==> src/rtl/cft_pkg.sv <==
package cft_pkg;
  localparam int TAG_LEN_DEF   = 16;
  localparam int DATA_LEN_DEF  = 20;
  localparam int DATA_SLOT_DEF = 12;

  function automatic int max2(input int a, input int b);
    return (a > b) ? a : b;
  endfunction
endpackage

==> src/rtl/cft_slot_seq.sv <==
module cft_slot_seq #(
  parameter int TAG_LEN   = cft_pkg::TAG_LEN_DEF,
  parameter int DATA_LEN  = cft_pkg::DATA_LEN_DEF,
  parameter int DATA_SLOT = cft_pkg::DATA_SLOT_DEF,
  parameter int SW        = $clog2(DATA_SLOT + 1),
  parameter int BW        = $clog2(cft_pkg::max2(TAG_LEN, DATA_LEN))
) (
  input  logic          clk,
  input  logic          rst,
  output logic [SW-1:0] slot_nxt,
  output logic [BW-1:0] bit_nxt
);
  localparam logic [SW-1:0] LAST_SLOT = SW'(DATA_SLOT);
  localparam logic [BW-1:0] TAG_M1    = BW'(TAG_LEN - 1);
  localparam logic [BW-1:0] DATA_M1   = BW'(DATA_LEN - 1);

  logic [SW-1:0] slot_q;
  logic [BW-1:0] bit_q;
  logic [BW-1:0] len_m1;
  logic          at_end;

  assign len_m1 = (slot_q == '0) ? TAG_M1 : DATA_M1;
  assign at_end = (bit_q == len_m1);

  always_comb begin
    if (rst) begin
      slot_nxt = '0;
      bit_nxt  = '0;
    end else if (at_end) begin
      bit_nxt  = '0;
      slot_nxt = (slot_q == LAST_SLOT) ? '0 : slot_q + 1'b1;
    end else begin
      bit_nxt  = bit_q + 1'b1;
      slot_nxt = slot_q;
    end
  end

  always_ff @(posedge clk) begin
    slot_q <= slot_nxt;
    bit_q  <= bit_nxt;
  end


  bit_in_range_chk: assert property (@(posedge clk) disable iff (rst)
    bit_q <= DATA_M1);
endmodule

==> src/rtl/cft_strobe_gen.sv <==
module cft_strobe_gen #(
  parameter int TAG_LEN   = cft_pkg::TAG_LEN_DEF,
  parameter int DATA_LEN  = cft_pkg::DATA_LEN_DEF,
  parameter int DATA_SLOT = cft_pkg::DATA_SLOT_DEF,
  parameter int SW        = $clog2(DATA_SLOT + 1),
  parameter int BW        = $clog2(cft_pkg::max2(TAG_LEN, DATA_LEN))
) (
  input  logic          clk,
  input  logic          rst,
  input  logic [SW-1:0] slot_nxt,
  input  logic [BW-1:0] bit_nxt,
  output logic [SW-1:0] slot_o,
  output logic [BW-1:0] bit_o,
  output logic          sync_o,
  output logic          slot_end_o,
  output logic          frame_end_o,
  output logic          frame_start_o
);
  localparam logic [SW-1:0] LAST_SLOT = SW'(DATA_SLOT);
  localparam logic [BW-1:0] TAG_M1    = BW'(TAG_LEN - 1);
  localparam logic [BW-1:0] DATA_M1   = BW'(DATA_LEN - 1);

  logic          tag_n;
  logic [BW-1:0] len_m1_n;

  assign tag_n    = (slot_nxt == '0);
  assign len_m1_n = tag_n ? TAG_M1 : DATA_M1;

  always_ff @(posedge clk) begin
    if (rst) begin
      slot_o        <= '0;
      bit_o         <= '0;
      sync_o        <= 1'b1;
      slot_end_o    <= 1'b0;
      frame_end_o   <= 1'b0;
      frame_start_o <= 1'b1;
    end else begin
      slot_o        <= slot_nxt;
      bit_o         <= bit_nxt;
      sync_o        <= tag_n;
      slot_end_o    <= (bit_nxt == len_m1_n);
      frame_end_o   <= (slot_nxt == LAST_SLOT) && (bit_nxt == DATA_M1);
      frame_start_o <= tag_n && (bit_nxt == '0);
    end
  end
endmodule

==> src/rtl/codec_frame_timer.sv <==
module codec_frame_timer #(
  parameter int TAG_LEN   = cft_pkg::TAG_LEN_DEF,
  parameter int DATA_LEN  = cft_pkg::DATA_LEN_DEF,
  parameter int DATA_SLOT = cft_pkg::DATA_SLOT_DEF,
  parameter int SW        = $clog2(DATA_SLOT + 1),
  parameter int BW        = $clog2(cft_pkg::max2(TAG_LEN, DATA_LEN))
) (
  input  logic          clk,
  input  logic          rst,
  output logic          sync_o,
  output logic [SW-1:0] slot_o,
  output logic [BW-1:0] bit_o,
  output logic          slot_end_o,
  output logic          frame_end_o,
  output logic          frame_start_o
);
  localparam int FRAME_LEN = TAG_LEN + DATA_LEN * DATA_SLOT;
  localparam int GW        = $clog2(FRAME_LEN + 1);

  logic [SW-1:0] slot_nxt;
  logic [BW-1:0] bit_nxt;

  cft_slot_seq #(
    .TAG_LEN(TAG_LEN), .DATA_LEN(DATA_LEN), .DATA_SLOT(DATA_SLOT), .SW(SW), .BW(BW)
  ) i_seq (
    .clk(clk), .rst(rst), .slot_nxt(slot_nxt), .bit_nxt(bit_nxt)
  );

  cft_strobe_gen #(
    .TAG_LEN(TAG_LEN), .DATA_LEN(DATA_LEN), .DATA_SLOT(DATA_SLOT), .SW(SW), .BW(BW)
  ) i_stb (
    .clk(clk), .rst(rst), .slot_nxt(slot_nxt), .bit_nxt(bit_nxt),
    .slot_o(slot_o), .bit_o(bit_o), .sync_o(sync_o),
    .slot_end_o(slot_end_o), .frame_end_o(frame_end_o), .frame_start_o(frame_start_o)
  );

  // Distance since the last frame start, used only by the period check.
  logic [GW-1:0] gap_q;
  always_ff @(posedge clk) begin
    if (rst)                gap_q <= '0;
    else if (frame_start_o) gap_q <= GW'(1);
    else if (gap_q != '0)   gap_q <= gap_q + 1'b1;
  end


  frame_period_chk: assert property (@(posedge clk) disable iff (rst)
    (frame_start_o && gap_q != '0) |-> (gap_q == GW'(FRAME_LEN)));


  sync_tag_chk: assert property (@(posedge clk) disable iff (rst)
    sync_o == (slot_o == '0));


  slot_wrap_chk: assert property (@(posedge clk) disable iff (rst)
    slot_end_o |=> (bit_o == '0));


  bit_step_chk: assert property (@(posedge clk) disable iff (rst)
    !slot_end_o |=> (bit_o == $past(bit_o) + 1'b1) && $stable(slot_o));


  frame_roll_chk: assert property (@(posedge clk) disable iff (rst)
    frame_end_o |=> frame_start_o);


  start_pos_chk: assert property (@(posedge clk) disable iff (rst)
    frame_start_o |-> (slot_o == '0) && (bit_o == '0) && sync_o);


  strobe_excl_chk: assert property (@(posedge clk) disable iff (rst)
    $onehot0({frame_start_o, frame_end_o}));
endmodule

==> config.mk <==
export PLATFORM = sky130hd
export DESIGN_NAME = codec_frame_timer
export DESIGN_NICKNAME = d
export VERILOG_FILES = /design/src/rtl/cft_pkg.sv /design/src/rtl/cft_slot_seq.sv /design/src/rtl/cft_strobe_gen.sv /design/src/rtl/codec_frame_timer.sv
export SDC_FILE = /design/constraint.sdc
export NUM_CORES = 1
export LEC_CHECK = 0
export BUFFER_PORTS_ARGS = -buffer_cell sky130_fd_sc_hd__buf_4
export CAP_MARGIN = 25
export CORE_ASPECT_RATIO = 0.9
export CORE_MARGIN = 5
export CORE_UTILIZATION = 40
export CTS_CLUSTER_DIAMETER = 30
export DETAILED_ROUTE_END_ITERATION = 16
export PLACE_DENSITY_LB_ADDON = 0.12
export SETUP_SLACK_MARGIN = 0.15
export SLEW_MARGIN = 15
export SYNTH_ARGS = -nofsm -noshare
export SYNTH_HDL_FRONTEND = slang
export SYNTH_HIERARCHICAL = 1
export SYNTH_SLANG_ARGS = --single-unit
==> constraint.sdc <==
create_clock -name clk -period 2.2 [get_ports clk]
set_input_delay 0.44 -clock clk [delete_from_list [all_inputs] [get_ports clk]]
set_output_delay 0.44 -clock clk [all_outputs]
set_load 0.05 [all_outputs]
# Word-level counts from Yosys, hierarchy flattened
# Cells that the tools add are included.
[classes] addsub=2 n_bitwise=0 n_eq_ne=5 magnitude_cmp=0 muxes=7 div_mod_pow=0 shifts=0 reduce_logical=5 mul=0
[ops] cell="5-bit 2-to-1 mux" n=4
[ops] cell="4-bit 2-to-1 mux" n=3
[ops] cell="5-bit == test" n=2
[ops] cell="4-bit == test, second input constant" n=2
[ops] cell="4-bit logical NOT" n=2
[ops] cell="5-bit by 1-bit adder with 5-bit output, second input constant" n=1
[ops] cell="5-bit == test, second input constant" n=1
[ops] cell="5-bit logical NOT" n=1
[ops] cell="4-bit by 1-bit adder with 4-bit output, second input constant" n=1
[ops] cell="1-bit logical AND" n=2
[totals] latchBits=0 romBits=0 n_memories=0 regBits=22 ramBits=0 out_inout_bits=13 in_bits=2

# Depth between registers and ports, before layout
[depth] depth_word=8 depth_mapped=9 depth_no_buf=9

# Cells and area by module
# Netlist, hierarchy kept.
[by_module_without_submodules] mod="cft_slot_seq" seq_area_each_um2=180.2 area_per_inst_um2=474.2 instances=1 cells_per_inst=49
[by_module_without_submodules] mod="cft_strobe_gen" seq_area_each_um2=260.2 area_per_inst_um2=409.1 instances=1 cells_per_inst=36

# Least setup slack after synthesis
# Ideal clock, no wire load.
[synth_path] path_kind="register -> register" startpoint="register i_seq.slot_q[0]" endpoint="register i_stb.slot_end_o" stages_incl_launch_ff=10 synth_period_minus_slack_ns=2.251 arrival_ns=2.181 setup_slack_ns=-0.051 required_ns=2.130 cell_sequence="dfxtp_1 -> inv_1 -> ha_1 -> or3b_4 -> mux2i_4 -> nand3_1 -> a32o_1 -> nor4_4 -> nand4_1 -> a21oi_1"
[synth_between] elab_chain_cells=8 elab_cells_between_ends=13 classes_between="add/sub: 1; eq/ne: 3; mux: 7; reduce/logical: 2"
[synth_lines] element="start: declaration" line="cft_slot_seq.sv:17" rtl="logic [SW-1:0] slot_q;"
[synth_lines] element="start signal: assignment" line="cft_slot_seq.sv:39" rtl="slot_q <= slot_nxt;"
[synth_lines] element="branches (longest 3 deep; another with 4-bit by 1-bit adder with 4-bit output)"
[synth_lines] element="4-bit 2-to-1 mux *" line="cft_slot_seq.sv:29" rtl="end else if (at_end) begin"
[synth_lines] element="4-bit 2-to-1 mux *" line="cft_slot_seq.sv:26" rtl="if (rst) begin"
[synth_lines] element="via slot_nxt[3]" line="codec_frame_timer.sv:20" rtl="logic [SW-1:0] slot_nxt;"
[synth_lines] element="4-bit logical NOT *" line="cft_strobe_gen.sv:26" rtl="assign tag_n = (slot_nxt == '0);"
[synth_lines] element="5-bit 2-to-1 mux *" line="cft_strobe_gen.sv:27" rtl="assign len_m1_n = tag_n ? TAG_M1 : DATA_M1;"
[synth_lines] element="5-bit == test *" line="cft_strobe_gen.sv:41" rtl="slot_end_o <= (bit_nxt == len_m1_n);"
[synth_lines] element="end signal: assignment" line="cft_strobe_gen.sv:41"
[synth_lines] element="end: declaration" line="cft_strobe_gen.sv:15" rtl="output logic slot_end_o,"
# Mark *: on every way through the listed nets, which the timed path passes.
# A chain may end at the register's enable or synchronous reset.

# Final worst setup path
[layout_path] startpoint="register i_seq.slot_q[1]" endpoint="register i_stb.frame_end_o"
[layout_between] elab_chain_cells=7 elab_cells_between_ends=13 classes_between="add/sub: 1; eq/ne: 4; mux: 6; reduce/logical: 2"
[layout_lines] element="4-bit logical NOT" line="cft_slot_seq.sv:22" rtl="assign len_m1 = (slot_q == '0) ? TAG_M1 : DATA_M1;"
[layout_lines] element="5-bit 2-to-1 mux" line="cft_slot_seq.sv:22"
[layout_lines] element="5-bit == test" line="cft_slot_seq.sv:23" rtl="assign at_end = (bit_q == len_m1);"
[layout_lines] element="5-bit 2-to-1 mux" line="cft_slot_seq.sv:29"
[layout_lines] element="5-bit 2-to-1 mux" line="cft_slot_seq.sv:26"
[layout_lines] element="via bit_nxt[3]" line="codec_frame_timer.sv:21" rtl="logic [BW-1:0] bit_nxt;"
[layout_lines] element="5-bit == test" line="cft_strobe_gen.sv:42" rtl="frame_end_o <= (slot_nxt == LAST_SLOT) && (bit_nxt == DATA_M1);"
[layout_lines] element="1-bit logical AND" line="cft_strobe_gen.sv:42"
[layout_lines] element="end signal: assignment" line="cft_strobe_gen.sv:42"
[layout_lines] element="end: declaration" line="cft_strobe_gen.sv:16" rtl="output logic frame_end_o,"
# The timed path passes the listed nets, and every way through them passes these cells.

==> results.md <==
* Hold Path Stages at 2
* Mux cell area share after synthesis at 0.0595
* Die ar. at 3250 µm²
* Worst path max stage delay at roughly 0.40 ns
* Clock period minus worst slack at approximately 2.3 ns
* Most common cell on crit path: buf_4
* Synthesized net count at 90
* Syn_area_per_cell at slightly above 10 µm²
* Largest net degree at the start of global routing at 22
* Die W at 59.5 µm
* Met2 Usage GRT at 0.182
* Yosys top cell by area: dfxtp_1
* CTS Hold Bufs at 0
* Leakage at between 0.5 and 0.6 nW
* Maximum fanout along the worst path at 4
* Slew @ Worst Pin at between 0.3 and 0.4 ns
* N_diodes at 0
* CP Launch Type: register
* #FFs+latches synth at 22
* Failing checks: setup timing
* Asr flop ratio synth at 0
* Largest cells by area after synthesis: dfxtp_1, nor2b_1, ha_1, mux2i_1, nor2_1
* HP Class: input pin to register
* Slew HR at 0.755
* Num rows at 16
* Final wirelength at about 1900 µm
* Total number of vias at 719
* Reg-to-reg startpoint: i_seq/slot_q[1]$_DFF_P_
* Min-Delay Endpoint: i_stb/bit_o[4]$_SDFF_PP0_
* Buf+Inv Stages, Crit Path at 3
* Main combinational cell family by area after synthesis: simple AND/OR/NAND/NOR gates
* Status: finished, violations left
* GP Congestion at slightly above 0.7
* Final setup fails at 2
* Met1 usage at 0.161
* CP Class: register to register
* Fin. max-slew vios at 0
* Starting Density at 0.412
* Final ANT Viol Nets at 0
* Setup WS pre-CTS at -0.0150 ns
* GR Util All Layers at 0.123
* Area share of fa/ha/maj cells after synthesis at 0.0425
* Slowest CP cell: or3b_4
* Synthesis Warnings at 6
* DP Area at ~1100 µm²
* R2R Setup Slk at -0.07 ns
* CTS tree: yes
* Distinct cells, synth at 31
* Sequential area share after synthesis at 0.499
* Worst-case clock buffer depth at 2
* Peak VDD IR at about 0.00039 V
* Post-synth EDFFs at 0
* I/O Buffers at 14
* Critical hold path startpoint: rst
* Synth Area in Compound Gates at 0.103
* Main synth FF type: dfxtp_1
* Synth Area in Simple Gates at 0.252
* Die Span Y at between 50 and 60 µm
* Worst EP required at roughly 2.4 ns
* Router iterations before antenna repair at 4
* Pwr dens at between 600 and 700 nW/µm²
* Share of the synthesized area in the top cell type at 0.499
* Synthesized area at just under 900 µm²
* Area of the core at 2140 µm²
* Global Route met3 Usage at 0.0283
* IO Count at 15
* H-tree depth at 1
* Setup slack after layout at -0.0724 ns
* CTS Buf Count at 3
* Worst-path cell chain: inv_2 > ha_4 > or3b_4 > mux2i_4 > buf_4 > buf_4 > nor3_1 > nor2_1 > nand4_1 > nor4_2
* Crit path DAT at roughly 2.5 ns
* Max_cap viols at 0
* Final nets at around 120
* Reg clk slew, reported paths at about 0.12 ns
* Total grt overflow at 0
* Worst Setup End Kind: register
* Reg2Reg Depth at 10
* Reg2reg end: i_stb/frame_end_o$_SDFF_PP0_
* RSZ-0062 raised after global routing: true
* Achievable frequency at around 440 MHz
* Delay-heaviest family, CP: simple AND/OR/NAND/NOR gates
* Residual DRC count at 0
* Clk sinks at 22
* Clock skew at 0.000972 ns
* Final Hold Fails at 0
* XOR/XNOR share of the synthesized area at 0.00992
* HPWL after DPL at between 1000 and 1500 µm
* Mapped Cells at between 80 and 90
* Post-route cell area at about 1200 µm²
* Area grow syn2layout at 38.2%
* Grt peak-use layer: met2
* Initial antenna violation count at 0
* Vias in the first global route at 693
* Clock tree root buffer cell: clkbuf_4
* Final period util at 1.03
* Via density at roughly 5
* Share of layout cells above drive strength 1 at 0.427
* Top-count cell post-synth: dfxtp_1
* DR iter-0 viols at 7
* Most frequent cells after synthesis: dfxtp_1, nor2b_1, nor2_1, inv_1, a21oi_1
* Clk Latency, worst-skew pair at about 0.30 ns
* Routed length per placed instance at around 13 µm
* First-pass GRT wire length at between 2000 and 3000 µm
==> layout make-up <==
class | count | area (µm²)
clock buffers | 3 | 22.5
clock inverters | 1 | 30.0
fillers | 195 | 921
inverters | 6 | 22.5
multi-input cells | 55 | 444
flip-flops and latches | 22 | 443
well taps | 27 | 33.8
repair buffers | 30 | 225
==> how the worst max path moves through the flow <==
stage | start | endpoint | slack, ns | cells past startpoint
floorplan | i_seq/slot_q[1]$_DFF_P_ | i_stb/slot_end_o$_SDFF_PP0_ | 0.05 | 9
global placement | i_seq/slot_q[1]$_DFF_P_ | i_stb/slot_end_o$_SDFF_PP0_ | 0.03 | 9
detailed placement | i_seq/slot_q[1]$_DFF_P_ | i_stb/slot_end_o$_SDFF_PP0_ | -0.02 | 9
CTS | i_seq/slot_q[1]$_DFF_P_ | i_stb/slot_end_o$_SDFF_PP0_ | -0.03 | 9
global route | i_seq/slot_q[1]$_DFF_P_ | i_stb/slot_end_o$_SDFF_PP0_ | -0.15 | 10
finish | i_seq/slot_q[1]$_DFF_P_ | i_stb/frame_end_o$_SDFF_PP0_ | -0.07 | 10
==> layout by cell type (no fill, tap or decap), drive strengths merged, types with 3 or more instances in the layout <==
cell type / count
mux2i: 4
ha: 3
clkbuf: 3
nor2b: 9
buf: 30
inv: 6
nor2: 7
dfxtp: 22
a21oi: 5
==> per-stage QoR <==
stage	hold slack (ns)	utilization	cells	power [mW]	TNS, ns
after floorplan	0.478	-	85	0.460	0
after global placement	0.596	0.521	135	0.477	0
after detailed placement	0.597	0.521	135	0.477	-0.0150
after CTS	0.447	0.557	141	0.780	-0.0382
after global routing	0.466	0.570	144	0.811	-0.448
final	0.462	0.570	144	0.774	-0.110
==> power by group <==
part	internal, mW	total (mW)	switching (mW)
clock network	0.184	0.303	0.119
logic	0.0211	0.0583	0.0373
registers	0.408	0.413	0.00540
total	0.613	0.774	0.162
==> repair_timing <==
item,CTS,global route
gates resized for setup,2,1
buffers inserted,2,3
setup endpoints to repair,5,6
pin swaps,3,6
==> layer usage <==
| metal | vias up | part of all wire |
|---|---|---|
| met4 | 0 | 0.016 |
| met3 | 4 | 0.030 |
| met1 | 336 | 0.50 |
| met2 | 17 | 0.45 |
| met5 | - | 0 |
| li1 | 362 | - |
==> flip-flops by register name, indices dropped and copies added, names as in the netlist <==
register,count
i_stb/bit_o,5
i_seq/bit_q,5
i_stb/sync_o,1
i_stb/frame_start_o,1
i_stb/slot_o,4
i_stb/slot_end_o,1
i_seq/slot_q,4
i_stb/frame_end_o,1
==> cell families after synthesis <==
group                      after synthesis
AOI/OAI and AO/OA                       13
and+or+nand+nor                         34
adders and majority gates                3
xor gates and xnor gates                 1
DFF                                     22
buffers and inverters                    8
muxes                                    4
No activity file was read; power rests on OpenSTA's default activity.
